===== config.mk =====
export PLATFORM = sky130hd
export DESIGN_NAME = pix7_serializer
export DESIGN_NICKNAME = d
export VERILOG_FILES = /design/src/rtl/pix7_pkg.sv /design/src/rtl/pix7_slot_mapper.sv /design/src/rtl/pix7_lane_shifter.sv /design/src/rtl/pix7_slot_seq.sv /design/src/rtl/pix7_serializer.sv
export SDC_FILE = /design/constraint.sdc
export NUM_CORES = 1
export LEC_CHECK = 0
export ABC_AREA = 1
export BUFFER_PORTS_ARGS = -buffer_cell sky130_fd_sc_hd__buf_2
export CORE_MARGIN = 3
export CORE_UTILIZATION = 40
export CTS_CLUSTER_DIAMETER = 100
export CTS_CLUSTER_SIZE = 16
export DETAILED_ROUTE_END_ITERATION = 10
export PLACE_DENSITY_LB_ADDON = 0.12
export SYNTH_ARGS = -nofsm -noshare
export SYNTH_HDL_FRONTEND = slang
export SYNTH_SLANG_ARGS = --single-unit

===== constraint.sdc =====
create_clock -name clk -period 1.29 [get_ports clk]
set_input_delay 0.258 -clock clk [delete_from_list [all_inputs] [get_ports clk]]
set_output_delay 0.258 -clock clk [all_outputs]
set_load 0.03 [all_outputs]

===== src/rtl/pix7_pkg.sv =====
package pix7_pkg;
  localparam int SLOTS   = 7;
  localparam int LANES   = 4;
  localparam int COLOR_W = 8;
  localparam int FIELD_W = 6;
  localparam int SLOT_W  = $clog2(SLOTS);

  // bit k is the clock-lane level in slot k
  localparam logic [SLOTS-1:0] CLK_PATTERN = 7'b1100011;

  typedef enum logic [1:0] {
    MAP_18     = 2'b00,
    MAP_24_LEG = 2'b01,
    MAP_24_ALT = 2'b10
  } map_mode_e;

  typedef logic [SLOTS-1:0] slot_word_t;
endpackage


===== src/rtl/pix7_slot_mapper.sv =====
module pix7_slot_mapper
  import pix7_pkg::*;
(
  input  logic [COLOR_W-1:0] red_i,
  input  logic [COLOR_W-1:0] green_i,
  input  logic [COLOR_W-1:0] blue_i,
  input  logic               hsync_i,
  input  logic               vsync_i,
  input  logic               de_i,
  input  logic [1:0]         mode_i,
  output logic [LANES-1:0][SLOTS-1:0] words_o
);
  localparam int EXTRA_W = COLOR_W - FIELD_W;

  logic                  use_high;
  logic                  use_lane3;
  logic [FIELD_W-1:0]    fr, fg, fb;
  logic [EXTRA_W-1:0]    xr, xg, xb;

  // 24-bit legacy places the top six bits on lanes 0..2; other maps the low six
  assign use_high  = (mode_i == MAP_24_LEG);
  assign use_lane3 = (mode_i == MAP_24_LEG) || (mode_i == MAP_24_ALT);

  assign fr = use_high ? red_i[COLOR_W-1:EXTRA_W]   : red_i[FIELD_W-1:0];
  assign fg = use_high ? green_i[COLOR_W-1:EXTRA_W] : green_i[FIELD_W-1:0];
  assign fb = use_high ? blue_i[COLOR_W-1:EXTRA_W]  : blue_i[FIELD_W-1:0];

  // the two colour bits left over go to the fourth lane
  assign xr = use_high ? red_i[EXTRA_W-1:0]   : red_i[COLOR_W-1:FIELD_W];
  assign xg = use_high ? green_i[EXTRA_W-1:0] : green_i[COLOR_W-1:FIELD_W];
  assign xb = use_high ? blue_i[EXTRA_W-1:0]  : blue_i[COLOR_W-1:FIELD_W];

  // each word is written {slot6 .. slot0}
  always_comb begin
    words_o[0] = {fr[0], fr[1], fr[2], fr[3], fr[4], fr[5], fg[0]};
    words_o[1] = {fg[1], fg[2], fg[3], fg[4], fg[5], fb[0], fb[1]};
    words_o[2] = {fb[2], fb[3], fb[4], fb[5], hsync_i, vsync_i, de_i};
    if (use_lane3)
      words_o[3] = {xr[0], xr[1], xg[0], xg[1], xb[0], xb[1], 1'b0};
    else
      words_o[3] = '0;
  end
endmodule


===== src/rtl/pix7_lane_shifter.sv =====
module pix7_lane_shifter #(
  parameter int SLOTS = 7
) (
  input  logic             clk,
  input  logic             rst,
  input  logic             load_i,
  input  logic [SLOTS-1:0] word_i,
  output logic             bit_o
);
  logic [SLOTS-2:0] rest_q;

  always_ff @(posedge clk) begin
    if (rst) begin
      rest_q <= '0;
      bit_o  <= 1'b0;
    end else if (load_i) begin
      bit_o  <= word_i[0];
      rest_q <= word_i[SLOTS-1:1];
    end else begin
      bit_o  <= rest_q[0];
      rest_q <= {1'b0, rest_q[SLOTS-2:1]};
    end
  end
endmodule


===== src/rtl/pix7_slot_seq.sv =====
module pix7_slot_seq
  import pix7_pkg::*;
(
  input  logic              clk,
  input  logic              rst,
  input  logic              strobe_i,
  output logic [SLOT_W-1:0] slot_o,
  output logic              clk_lane_o
);
  logic              active_q;
  logic [SLOT_W-1:0] slot_nxt;

  assign slot_nxt = (slot_o == SLOT_W'(SLOTS-1)) ? '0 : slot_o + 1'b1;

  always_ff @(posedge clk) begin
    if (rst) begin
      slot_o     <= '0;
      active_q   <= 1'b0;
      clk_lane_o <= 1'b0;
    end else if (strobe_i) begin
      slot_o     <= '0;
      active_q   <= 1'b1;
      clk_lane_o <= CLK_PATTERN[0];
    end else if (active_q) begin
      slot_o     <= slot_nxt;
      clk_lane_o <= CLK_PATTERN[slot_nxt];
    end
  end
endmodule


===== src/rtl/pix7_serializer.sv =====
module pix7_serializer
  import pix7_pkg::*;
(
  input  logic               clk,
  input  logic               rst,
  input  logic               pix_strobe,
  input  logic [COLOR_W-1:0] red_i,
  input  logic [COLOR_W-1:0] green_i,
  input  logic [COLOR_W-1:0] blue_i,
  input  logic               hsync_i,
  input  logic               vsync_i,
  input  logic               de_i,
  input  logic [1:0]         mode_i,
  output logic [LANES-1:0]   lane_o,
  output logic               clk_lane_o
);
  logic [LANES-1:0][SLOTS-1:0] words;
  logic [SLOT_W-1:0]           slot_cur;

  pix7_slot_mapper map_i (
    .red_i   (red_i),
    .green_i (green_i),
    .blue_i  (blue_i),
    .hsync_i (hsync_i),
    .vsync_i (vsync_i),
    .de_i    (de_i),
    .mode_i  (mode_i),
    .words_o (words)
  );

  pix7_slot_seq seq_i (
    .clk        (clk),
    .rst        (rst),
    .strobe_i   (pix_strobe),
    .slot_o     (slot_cur),
    .clk_lane_o (clk_lane_o)
  );

  for (genvar ln = 0; ln < LANES; ln++) begin : g_lane
    pix7_lane_shifter #(.SLOTS(SLOTS)) shf_i (
      .clk    (clk),
      .rst    (rst),
      .load_i (pix_strobe),
      .word_i (words[ln]),
      .bit_o  (lane_o[ln])
    );
  end
endmodule


After elaboration in Yosys (flattened, before gate mapping)

Memory sizes are Yosys's and may differ from the RTL's.
Index checks and enable logic that the tools add are counted.

Word-level logic and storage cells: 47
Memories kept: 1
Bits in registers: 33
Bits of input ports: 32
Memory bits (read-only): 8

Memories:

| name            | depth | width | read ports | clocked after memory_dff | write ports | RTL line            | RTL |
|---|---|---|---|---|---|---|---|
| (no name shown) | 8     | 1     | 1          | 0                        | 0           | pix7_slot_seq.sv:26 | `clk_lane_o <= CLK_PATTERN[slot_nxt];` |

Eq/ne operators: 3
Bitwise operators: 2
Order comparisons: 1
Reductions and logical operators: 5
$add $sub $neg: 1
Muxes and demuxes: 19

Operators by type and width:

| operator                                                                     | number |
|---|---|
| 6-bit 2-to-1 mux                                                             | 4 |
| 5-bit 2-to-1 mux                                                             | 4 |
| 1-bit 2-to-1 mux                                                             | 7 |
| 2-bit 2-to-1 mux                                                             | 3 |
| 3-bit by 4-bit less-than comparator with 1-bit output, second input constant | 1 |
| 2-bit OR reduction                                                           | 2 |
| 3-bit by 1-bit adder with 3-bit output, second input constant                | 1 |
| 3-bit == test, second input constant                                         | 1 |
| 3-bit 2-to-1 mux                                                             | 1 |
| 3-bit OR reduction                                                           | 1 |
| 2-bit by 1-bit == test with 1-bit output, second input constant              | 1 |
| 2-bit == test, second input constant                                         | 1 |
| 1-bit NOT                                                                    | 2 |
| 2-bit nonzero test                                                           | 1 |
| 1-bit logical OR                                                             | 1 |

Longest topological paths before layout

Gate-level depths: netlist of run 1.

Depth in word-level cells: 6
Depth in mapped cells: 7
Mapped depth without buffers: 7

Modules after synthesis

Synthesis of run 1 repeated with hierarchy kept, for this count alone.

Cells, all modules: 280
Area, all modules: 1766.7 µm²

Modules (own cells, without submodules):

| module            | cells an instance | area each (µm²) | times used |
|---|---|---|---|
| pix7_lane_shifter | 41                | 275.3           | 4 |
| pix7_slot_mapper  | 86                | 437.9           | 1 |
| pix7_slot_seq     | 30                | 227.7           | 1 |

Worst setup path before layout of run 1

OpenSTA, ideal clock, no wires.

Path kind: input-to-reg
Start point: input mode_i[1]
End point: register g_lane[1].shf_i.rest_q[1]
Path slack: 228 ps
Data arrival time: 949 ps
Required time: 1177 ps
Setup time: 113 ps
Stages: 7
Cell sequence: inv_1 -> ha_1 -> inv_2 -> buf_2 -> nand2_1 -> nand3_1 -> nand2_1

Longest elaborated chain between the ends: 3

Ends and longest elaborated chain:

| item                                     | RTL line                | RTL |
|---|---|---|
| start: declaration                       | pix7_serializer.sv:13   | `input logic [1:0] mode_i,` |
| 2-bit by 1-bit == test with 1-bit output | pix7_slot_mapper.sv:21  | `assign use_high = (mode_i == MAP_24_LEG);` |
| 6-bit 2-to-1 mux                         | pix7_slot_mapper.sv:25  | `assign fg = use_high ? green_i[COLOR_W-1:EXTRA_W] : green_i[FIELD_W-1:0];` |
| 5-bit 2-to-1 mux                         | pix7_lane_shifter.sv:16 | `end else if (load_i) begin` |
| end signal: assignment                   | pix7_lane_shifter.sv:18 | `rest_q <= word_i[SLOTS-1:1];` |
| end signal: assignment                   | pix7_lane_shifter.sv:21 | `rest_q <= {1'b0, rest_q[SLOTS-2:1]};` |
| end: declaration                         | pix7_lane_shifter.sv:10 | `logic [SLOTS-2:0] rest_q;` |

Every way passes these cells.
A chain may end at the register's enable or synchronous reset.

Worst setup path in the final report of run 1

Start point: register seq_i.clk_lane_o
End point: output clk_lane_o

RTL lines:

| item                     | RTL line              | RTL |
|---|---|---|
| start: declaration       | pix7_slot_seq.sv:8    | `output logic clk_lane_o` |
| start signal: assignment | pix7_slot_seq.sv:23   | `clk_lane_o <= CLK_PATTERN[0];` |
| start signal: assignment | pix7_slot_seq.sv:26   |  |
| end: declaration         | pix7_serializer.sv:15 | `output logic clk_lane_o` |

No word-level cell between the ends.

==> impl_metrics.py, run 1 <==
metrics = {
    "synth": {
        "muxShareOfSynthArea_pct": 0,
        "netlist_instances": 228,
        "ys_seq_elements": 33,
        "synth_top_family_by_area": "simple AND/OR/NAND/NOR gates",
        "synth_top_cell_area_share_pct": 44.75,
        "synth_seq_area_share_pct": 44.75,
        "syn_nets": 261,
        "synthTopCellsByArea": "dfxtp_1 45%, nand2_1 30%, inv_1 7.6%",
        "synth_compound_area_share_pct": 2.712,
        "synth.largest_area_cell": "dfxtp_1",
        "yosys.area_share.simple_pct": 38.39,
        "ys_types": 15,
        "yosys.area_share.adder_pct": 0.8475,
        "synth_xor_area_share_pct": 0,
        "syn-cell-area_sq_um": 1476,
        "syn_area_per_cell_sq_um": 6.476,
        "yosysWarnings": 0,
    },
    "setup_path": {
        "startpoint_type": "register",
        "reg2regPathDepth": 3,
        "cp_top_family": "flip-flops",
        "cp_cell_sequence": "buf_2",
        "cp_slowest_cell": "dfxtp_1",
        "worstPathMaxFanout": 2,
        "cpPeakStageDelay_ns": 0.33,
        "r2r_start": "seq_i.slot_o[1]",
        "cp_num_buf_inv": 1,
        "r2r_slack_ns": 0.49,
        "r2r_end": "seq_i.clk_lane_o",
        "cp.required_ns": 1.03,
        "cp.arrival_ns": 0.81,
        "worstSetupEndpointType": "output pin",
        "critPathKind": "reg2out",
    },
    "layout": {
        "stdcell_area_sq_um": 1775,
        "n_antenna_cell": 0,
        "layout_common_cells": "118 x nand2_1, 36 x buf_2, 33 x dfxtp_1, 30 x inv_1, 15 x nand3_1",
        "drive_gt1_share_pct": 19.62,
        "nNetsFinal": 297,
        "area_growth_pct": 20.25,
        "layout_commonest_cell": "nand2_1",
        "fin_cells": 311,
    },
    "sta": {
        "clock-skew-final_ns": 0.003522,
        "fin_crit_sh_pct": 82.86,
        "rsz0062_at_grt": "no",
        "relSlewSlack_pct": 80.21,
        "max_freq_mhz": 935.6,
        "layout_min_cycle_time_ns": 1.069,
        "worst_slew_pin_slew_ns": 0.2964,
        "fin_tns_setup_ns": 0,
        "final_max_slew_viol_count": 0,
        "setup_viol": 0,
        "final_hold_viol_count": 0,
    },
    "clock_network": {
        "numClockSinks": 33,
        "h-tree-depth": 2,
        "clkTransAtPathRegs_ns": 0.07,
        "cts_setup_buffers": 0,
        "cts-root-buf": "clkbuf_8",
        "cts_buffer_depth": 2,
        "clk_latency_ns": 0.28,
        "cts_tree": "yes",
        "cts_resized": 0,
        "cts_buffers": 5,
        "cts_hold_buffers": 0,
    },
    "grt": {
        "grt_max_degree": 27,
        "grt_use_total_pct": 16.10,
        "grt_pass1_vias": 1229,
        "grt_overflow": 0,
        "grt_pass1_wl_microns": 5333,
        "antenna_found_initial": 0,
    },
    "run_status": {
        "status": "complete, no violations",
    },
    "power_and_ir_drop": {
        "powerDensity_nw_per_um2": 1191,
        "ir_worst_vdd_mv": 0.6235,
        "p_leak_nw": 1.024,
        "p_total_mw": 2.115,
    },
    "die": {
        "io_pins": 37,
        "row_count": 21,
        "die_area_sq_um": 4456,
        "start_util_pct": 42.89,
        "core_sq_um": 3442,
        "die_w_microns": 66.76,
        "die_height_microns": 66.76,
    },
    "min_path": {
        "hp-class": "in2reg",
        "whs_endpoint": "g_lane[2].shf_i.bit_o",
        "hold_start": "de_i",
        "holdPathStages": 3,
    },
    "place": {
        "placedCellCount": 303,
        "port_buffers": 36,
        "dpl_cell_area_sq_um": 1693,
        "gp_congestion": 0.7678,
        "dp_hpwl_microns": 2262,
    },
    "drt": {
        "viasPerCell": 4.280,
        "routed_wl_microns": 3072,
        "wire_per_inst_microns": 9.878,
        "dr_total_vias": 1331,
        "drtPass1Iterations": 4,
        "drcViolationCount": 0,
        "ant_nets": 0,
        "drt-initial-drc-count": 65,
    },
    "run": {
        "max_cap_viol_count": 0,
    },
}
[layout make-up]
cell class / count / area [sq um]
fill: 379 / 1667
sequential: 33 / 660.6
multi-input combinational: 152 / 619.3
timing repair buffer: 40 / 235.2
inverter: 32 / 120.1
clock buffer: 6 / 72.57
tap: 46 / 57.56
clock inverter: 2 / 10.01
[synth_stat cells]
library cell  number
nand2_1          118
dfxtp_1           33
inv_1             30
nand3_1           15
a21oi_1            7
buf_4              6
nor2_1             6
buf_2              4
inv_2              2
nor2_2             2
buf_6              1
ha_1               1
nand2_2            1
nor3b_1            1
o21ai_1            1
[worst max path at each step]
stage / start / to / slack, ns / depth (start not counted)
finish: seq_i.clk_lane_o / clk_lane_o / 0.22 / 1
global route: seq_i.clk_lane_o / clk_lane_o / 0.18 / 1
CTS: seq_i.clk_lane_o / clk_lane_o / 0.22 / 1
detailed placement: mode_i[0] / g_lane[0].shf_i.bit_o / 0.14 / 7
global placement: mode_i[1] / g_lane[1].shf_i.rest_q[5] / 0.13 / 6
floorplan: mode_i[1] / g_lane[1].shf_i.rest_q[1] / 0.23 / 7
[logic make-up (layout without fill, tap and decap cells)]
kind of cell / Yosys count / count (layout)
buffers and inverters: 43 / 80
and+or+nand+nor: 143 / 143
AOI/OAI and AO/OA: 8 / 8
adders and majority gates: 1 / 1
DFF: 33 / 33
[sequential cells by signal, summed over array words and instances, names as in the netlist]
| name | flops |
|---|---|
| g_lane.shf_i.bit_o | 4 |
| g_lane.shf_i.rest_q | 24 |
| seq_i.active_q | 1 |
| seq_i.clk_lane_o | 1 |
| seq_i.slot_o | 3 |
[routing by layer]
metal | wire, microns | up-vias | share of wire (%) | global-route usage (%)
li1 | - | 741 | - | -
met2 | 1336 | 27 | 43 | 24.63
met1 | 1541 | 557 | 50 | 21.01
met4 | 48 | 0 | 1.6 | 6.853
met5 | 0 | - | 0 | 0
met3 | 145 | 6 | 4.7 | 4.553
[per-stage QoR]
step	worst slack (ns)	util, %	hold WS [ns]
6_report	0.2212	51.58	0.1609
5_1_grt	0.1765	51.58	0.1746
4_1_cts	0.2157	51.58	0.1583
3_5_place_dp	0.1422	49.18	0.4107
3_3_place_gp	0.1338	49.18	0.4064
2_1_floorplan	0.2275	-	0.3304
[power breakdown]
part	internal (mW)	switching (mW)
registers	1.08	0.0156
logic	0.111	0.164
clock network	0.373	0.374
total	1.56	0.554
(Power assumes the default switching activity.)
==> run 2, diff against run 1 <==
Settings changed: ABC_AREA 1 to 0.
Clock period 1.29 ns to 0.9 ns, I/O delays scaled along.
==> run 2 against run 1 <==
  * The flow now finishes with violations (negative setup slack)
  * First-iteration DRC count down 49%
  * Register-to-register slack got worse by 0.47 ns
  * Synthesized area down 2.0%
  * Non-clock buffer count increased by 12
  * Utilization is 4.1 points higher
  * Combinational power increased by 76%
  * Highest routed layer unchanged
==> impl_metrics.py, run 2 <==
metrics = {
    "synth": {
        "synth_top_family_by_area": "multiplexers",
        "syn_nets": 176,
        "yosysWarnings": 0,
        "synth_edf_count": 0,
        "ys_types": 27,
        "synthArstFlopShare_pct": 0,
        "syn-cell-area_sq_um": 1446,
        "synthTopCellsByArea": "dfxtp_1 46%, mux2i_1 19%, a211oi_1 7.3%",
        "syn_area_per_cell_sq_um": 10.11,
        "muxShareOfSynthArea_pct": 18.69,
        "ys_seq_elements": 33,
        "synth_flop_cell": "dfxtp_1",
        "synth.largest_area_cell": "dfxtp_1",
        "synth_xor_area_share_pct": 0,
        "synthTopCellsByCount": "33 x dfxtp_1, 27 x mux2i_1, 26 x nor2_1",
        "netlist_instances": 143,
        "yosysMostFrequentCell": "dfxtp_1",
        "synth_compound_area_share_pct": 12.28,
        "synth_seq_area_share_pct": 45.67,
        "yosys.area_share.simple_pct": 13.15,
        "synth_top_cell_area_share_pct": 45.67,
        "yosys.area_share.adder_pct": 0.8651,
    },
    "setup_path": {
        "cpPeakStageDelay_ns": 0.34,
        "cp_top_family": "flip-flops",
        "cp_cell_sequence": "buf_6",
        "worstSetupEndpointType": "output pin",
        "reg2regPathDepth": 3,
        "critPathKind": "reg2out",
        "cp_slowest_cell": "dfxtp_2",
        "cp_num_buf_inv": 1,
        "cp.required_ns": 0.72,
        "worstPathMaxFanout": 2,
        "worst-path-stages": 1,
        "r2r_slack_ns": 0.02,
        "cp.arrival_ns": 0.80,
        "startpoint_type": "register",
    },
    "layout": {
        "final_util_pct": 55.68,
        "drive_gt1_share_pct": 41.80,
        "regMostFlops": "g_lane.shf_i.rest_q",
        "nNetsFinal": 221,
        "largest_reg_flops": 24,
        "n_antenna_cell": 0,
        "largest_registers": "g_lane.shf_i.rest_q (24), g_lane.shf_i.bit_o (4), seq_i.slot_o (3)",
        "area_growth_pct": 31.49,
        "layout_commonest_cell": "buf_2",
        "layout_common_cells": "31 x buf_2, 27 x mux2i_1, 25 x nor2_1, 24 x dfxtp_1",
    },
    "sta": {
        "layout_min_cycle_time_ns": 0.9827,
        "worst_slew_pin_slew_ns": 0.2248,
        "final_max_slew_viol_count": 0,
        "fin_crit_sh_pct": 109.2,
        "clock-skew-final_ns": 0.008080,
        "rsz0062_at_grt": "yes",
        "setup_viol": 5,
        "fin_ws_ns": -0.08271,
        "relSlewSlack_pct": 85.01,
        "final_hold_viol_count": 0,
        "max_freq_mhz": 1018,
        "holdWs_ns": 0.07728,
    },
    "clock_network": {
        "cts_buffer_depth": 2,
        "clkTransAtPathRegs_ns": 0.10,
        "cts_tree": "yes",
        "cts_hold_buffers": 0,
        "h-tree-depth": 2,
        "cts_buffers": 5,
        "numClockSinks": 33,
        "clk_latency_ns": 0.34,
        "cts-root-buf": "clkbuf_4",
    },
    "grt": {
        "grt_use_met2_pct": 24.16,
        "antenna_found_initial": 0,
        "grt_max_degree": 21,
        "grt_overflow": 0,
        "met3_usage_pct": 5.782,
        "busiest_layer": "met2",
        "grt_pass1_vias": 1137,
        "grt_use_total_pct": 15.23,
        "grt_pass1_wl_microns": 4954,
        "grtUsageMet1_pct": 17.80,
    },
    "drt": {
        "wire_per_inst_microns": 12.34,
        "ant_nets": 0,
        "drtPass1Iterations": 3,
        "drcViolationCount": 0,
        "drt-initial-drc-count": 33,
        "routed_wl_microns": 2900,
        "dr_total_vias": 1108,
        "viasPerCell": 4.715,
    },
    "place": {
        "port_buffers": 36,
        "dp_hpwl_microns": 2147,
        "place_ws_ns": -0.2667,
        "gp_congestion": 0.7416,
    },
    "run_status": {
        "violations": "negative setup slack",
        "status": "finished with violations",
    },
    "min_path": {
        "holdPathStages": 3,
        "hp-class": "in2reg",
    },
    "die": {
        "die_w_microns": 66.13,
        "die_area_sq_um": 4373,
        "die_height_microns": 66.13,
        "row_count": 21,
        "core_sq_um": 3416,
        "start_util_pct": 42.34,
        "io_pins": 37,
    },
    "power_and_ir_drop": {
        "p_leak_nw": 0.8057,
        "powerDensity_nw_per_um2": 1693,
        "ir_worst_vdd_mv": 0.8314,
    },
    "run": {
        "max_cap_viol_count": 0,
    },
}
==> run 2: what timing repair did <==
| action | in CTS | in global routing |
|---|---|---|
| endpoints found under the hold margin | 0 | 0 |
| resized for setup | 16 | 16 |
| endpoints found under the setup margin | 6 | 8 |
| buffers inserted | 1 | 1 |
| pin swaps | 0 | 4 |
==> run 2: area by class of cell <==
class                           count  area [sq um]
Clock buffer                        7         55.05
Sequential cell                    33         679.4
Multi-Input combinational cell     95         715.7
Inverter                            1         16.27
Fill cell                         333          1514
Timing Repair Buffer               52         347.8
Tap cell                           46         57.56
Clock inverter                      1         30.03
==> run 2: kinds of logic (layout without fill, tap and decap cells) <==
| kind of cell | count (synthesis) | count (layout) |
|---|---|---|
| simple gates | 42 | 42 |
| flops | 33 | 33 |
| mux | 27 | 27 |
| compound gates | 25 | 25 |
| buf+inv | 15 | 61 |
| fa+ha+maj | 1 | 1 |
==> run 2: final timing paths <==
kind                          endpoint                       from
min reg2reg  g_lane[3].shf_i.rest_q[2]  g_lane[3].shf_i.rest_q[3]
max                         clk_lane_o           seq_i.clk_lane_o
min          g_lane[2].shf_i.rest_q[1]                    hsync_i
max reg2reg            seq_i.slot_o[1]            seq_i.slot_o[0]
==> run 2: metrics by stage <==
| step | TNS (ns) | std cells | area [sq um] | total power, mW |
|---|---|---|---|---|
| after floorplan | -0.9217 | 143 | 1473 | 1.912 |
| after global placement | -5.115 | 225 | 1695 | 2.047 |
| after detailed placement | -5.411 | 225 | 1695 | 2.060 |
| after CTS | -0.4467 | 234 | 1827 | 3.248 |
| after global routing | -0.6057 | 235 | 1902 | 3.400 |
| final | -0.3604 | 235 | 1902 | 3.220 |
==> run 2: where the power goes <==
| part | switching (mW) | internal (mW) |
|---|---|---|
| logic | 0.237 | 0.248 |
| registers | 0.0341 | 1.54 |
| clock network | 0.495 | 0.663 |
==> run 2: routing by layer <==
metal / wire (microns) / vias to the layer above
met3: 174 / 8
met4: 64 / 0
met2: 1313 / 33
met1: 1348 / 481
li1: - / 586
met5: 0 / -
==> run 3, diff against run 2 <==
Settings changed: REMOVE_ABC_BUFFERS set to 1.
==> run 3 against run 2 <==
  * The run still ends with negative setup slack left
  * Total power fell by 13%
  * Cell area down 6.4%
  * Flip-flop and latch count stayed put
  * Clock power is 34% lower
  * Largest cell class is now flip-flops and latches
  * Highest routed layer unchanged
==> impl_metrics.py, run 3 (synthesized netlist as in run 2, its figures left out) <==
metrics = {
    "sta": {
        "relSlewSlack_pct": 86.91,
        "final_hold_viol_count": 0,
        "fin_crit_sh_pct": 108.0,
        "rsz0062_at_grt": "yes",
        "worst_slew_pin_slew_ns": 0.1926,
        "fin_tns_setup_ns": -0.2869,
        "holdWs_ns": 0.09181,
        "max_freq_mhz": 1029,
        "layout_min_cycle_time_ns": 0.9722,
        "final_max_slew_viol_count": 0,
        "fin_ws_ns": -0.07222,
        "clock-skew-final_ns": 0.003077,
        "setup_viol": 5,
    },
    "setup_path": {
        "reg2regPathDepth": 3,
        "r2r_end": "seq_i.slot_o[0]",
        "cp.required_ns": 0.72,
        "cp_top_family": "flip-flops",
        "r2r_start": "seq_i.active_q",
        "cp.arrival_ns": 0.79,
        "critPathKind": "reg2out",
        "worstSetupEndpointType": "output pin",
        "worstPathMaxFanout": 2,
        "startpoint": "seq_i.clk_lane_o",
        "cp_slowest_cell": "dfxtp_2",
        "worst-path-stages": 1,
        "r2r_slack_ns": 0.08,
        "cpPeakStageDelay_ns": 0.34,
        "endpoint": "clk_lane_o",
        "cp_cell_sequence": "buf_6",
        "cp_num_buf_inv": 1,
        "startpoint_type": "register",
    },
    "clock_network": {
        "cts_buffer_depth": 2,
        "numClockSinks": 33,
        "cts_tree": "yes",
        "clk_latency_ns": 0.32,
        "cts_hold_buffers": 0,
        "h-tree-depth": 2,
        "cts_buffers": 5,
        "cts_setup_buffers": 0,
        "clkTransAtPathRegs_ns": 0.09,
        "cts-root-buf": "clkbuf_4",
    },
    "drt": {
        "routed_wl_microns": 2933,
        "ant_nets": 0,
        "drt-initial-drc-count": 28,
        "viasPerCell": 4.879,
        "drcViolationCount": 0,
        "drtPass1Iterations": 4,
        "wire_per_inst_microns": 12.70,
        "dr_total_vias": 1127,
    },
    "power_and_ir_drop": {
        "ir_worst_vdd_mv": 0.8778,
        "p_leak_nw": 0.7597,
        "powerDensity_nw_per_um2": 1576,
        "p_total_mw": 2.806,
    },
    "run_status": {
        "violations": "negative setup slack",
        "status": "finished with violations",
    },
    "min_path": {
        "holdPathStages": 3,
        "hp-class": "in2reg",
    },
    "die": {
        "io_pins": 37,
        "start_util_pct": 42.34,
        "die_area_sq_um": 4373,
        "die_w_microns": 66.13,
        "row_count": 21,
        "die_height_microns": 66.13,
        "core_sq_um": 3416,
    },
    "layout": {
        "largest_reg_flops": 24,
        "layout_commonest_cell": "buf_2",
        "regMostFlops": "g_lane.shf_i.rest_q",
        "largest_registers": "g_lane.shf_i.rest_q (24), g_lane.shf_i.bit_o (4), seq_i.slot_o (3)",
        "n_antenna_cell": 0,
        "nNetsFinal": 217,
        "drive_gt1_share_pct": 36.22,
        "area_growth_pct": 23.10,
        "layout_common_cells": "31 x buf_2, 26 x nor2_1, 26 x dfxtp_1, 25 x mux2i_1, 14 x a211oi_1",
    },
    "grt": {
        "antenna_found_initial": 0,
        "grt_pass1_wl_microns": 4692,
        "grt_use_total_pct": 14.60,
        "grt_overflow": 0,
        "grt_max_degree": 25,
        "grt_pass1_vias": 1068,
    },
    "place": {
        "gp_congestion": 0.7433,
        "place_ws_ns": -0.3310,
        "port_buffers": 36,
        "dp_hpwl_microns": 2141,
    },
    "run": {
        "max_cap_viol_count": 0,
    },
}
==> run 3: cell count changes in the layout (fill, tap and decap cells not counted), sizes merged <==
cell / change
buf: -5
bufinv: -1
clkbuf: +2
==> run 3: power by group <==
group          internal, mW  switching (mW)  total [mW]
clock                 0.311           0.451       0.762
sequential             1.55          0.0303        1.58
combinational         0.236           0.231       0.467
==> run 3: cell type report <==
| class | count | area (sq um) |
|---|---|---|
| timing repair buffer | 48 | 331.6 |
| multi-input combinational | 95 | 666.9 |
| tap | 46 | 57.56 |
| sequential | 33 | 671.9 |
| inverter | 1 | 3.754 |
| fill | 313 | 1635 |
| clock buffer | 8 | 48.80 |
==> run 3: worst reg2reg max path: stages, from the launching register on <==
cell	delay, ns
dfxtp_2	0.35
buf_4	0.15
nand2b_1	0.14
a21oi_1	0.13
==> run 3: timing repair <==
action,CTS,global route
pin swaps,0,0
gates resized for setup,16,7
setup endpoints to repair,6,10
cloned,0,1
==> run 3: per-stage QoR <==
stage	instances	cell area, sq um	util, %
2_1_floorplan	129	1315	-
3_3_place_gp	222	1648	48.24
3_5_place_dp	222	1648	48.24
4_1_cts	230	1735	50.81
5_1_grt	231	1780	52.12
6_report	231	1780	52.12
==> run 3: worst min path at each step <==
| stage | startpoint | end |
|---|---|---|
| final | vsync_i | g_lane[2].shf_i.rest_q[0] |
| after global routing | de_i | g_lane[2].shf_i.bit_o |
| after CTS | vsync_i | g_lane[2].shf_i.rest_q[0] |
| after detailed placement | g_lane[3].shf_i.rest_q[2] | g_lane[3].shf_i.rest_q[1] |
| after global placement | g_lane[3].shf_i.rest_q[2] | g_lane[3].shf_i.rest_q[1] |
| after floorplan | rst | g_lane[2].shf_i.rest_q[3] |
==> run 3: layer usage <==
metal  vias up  global-route usage (%)  wire length, microns
met3         4                   6.293                   134
met5         -                       0                     0
li1        581                       -                     -
met1       514                   16.88                  1306
met2        28                   23.79                  1466
met4         0                   5.330                    26
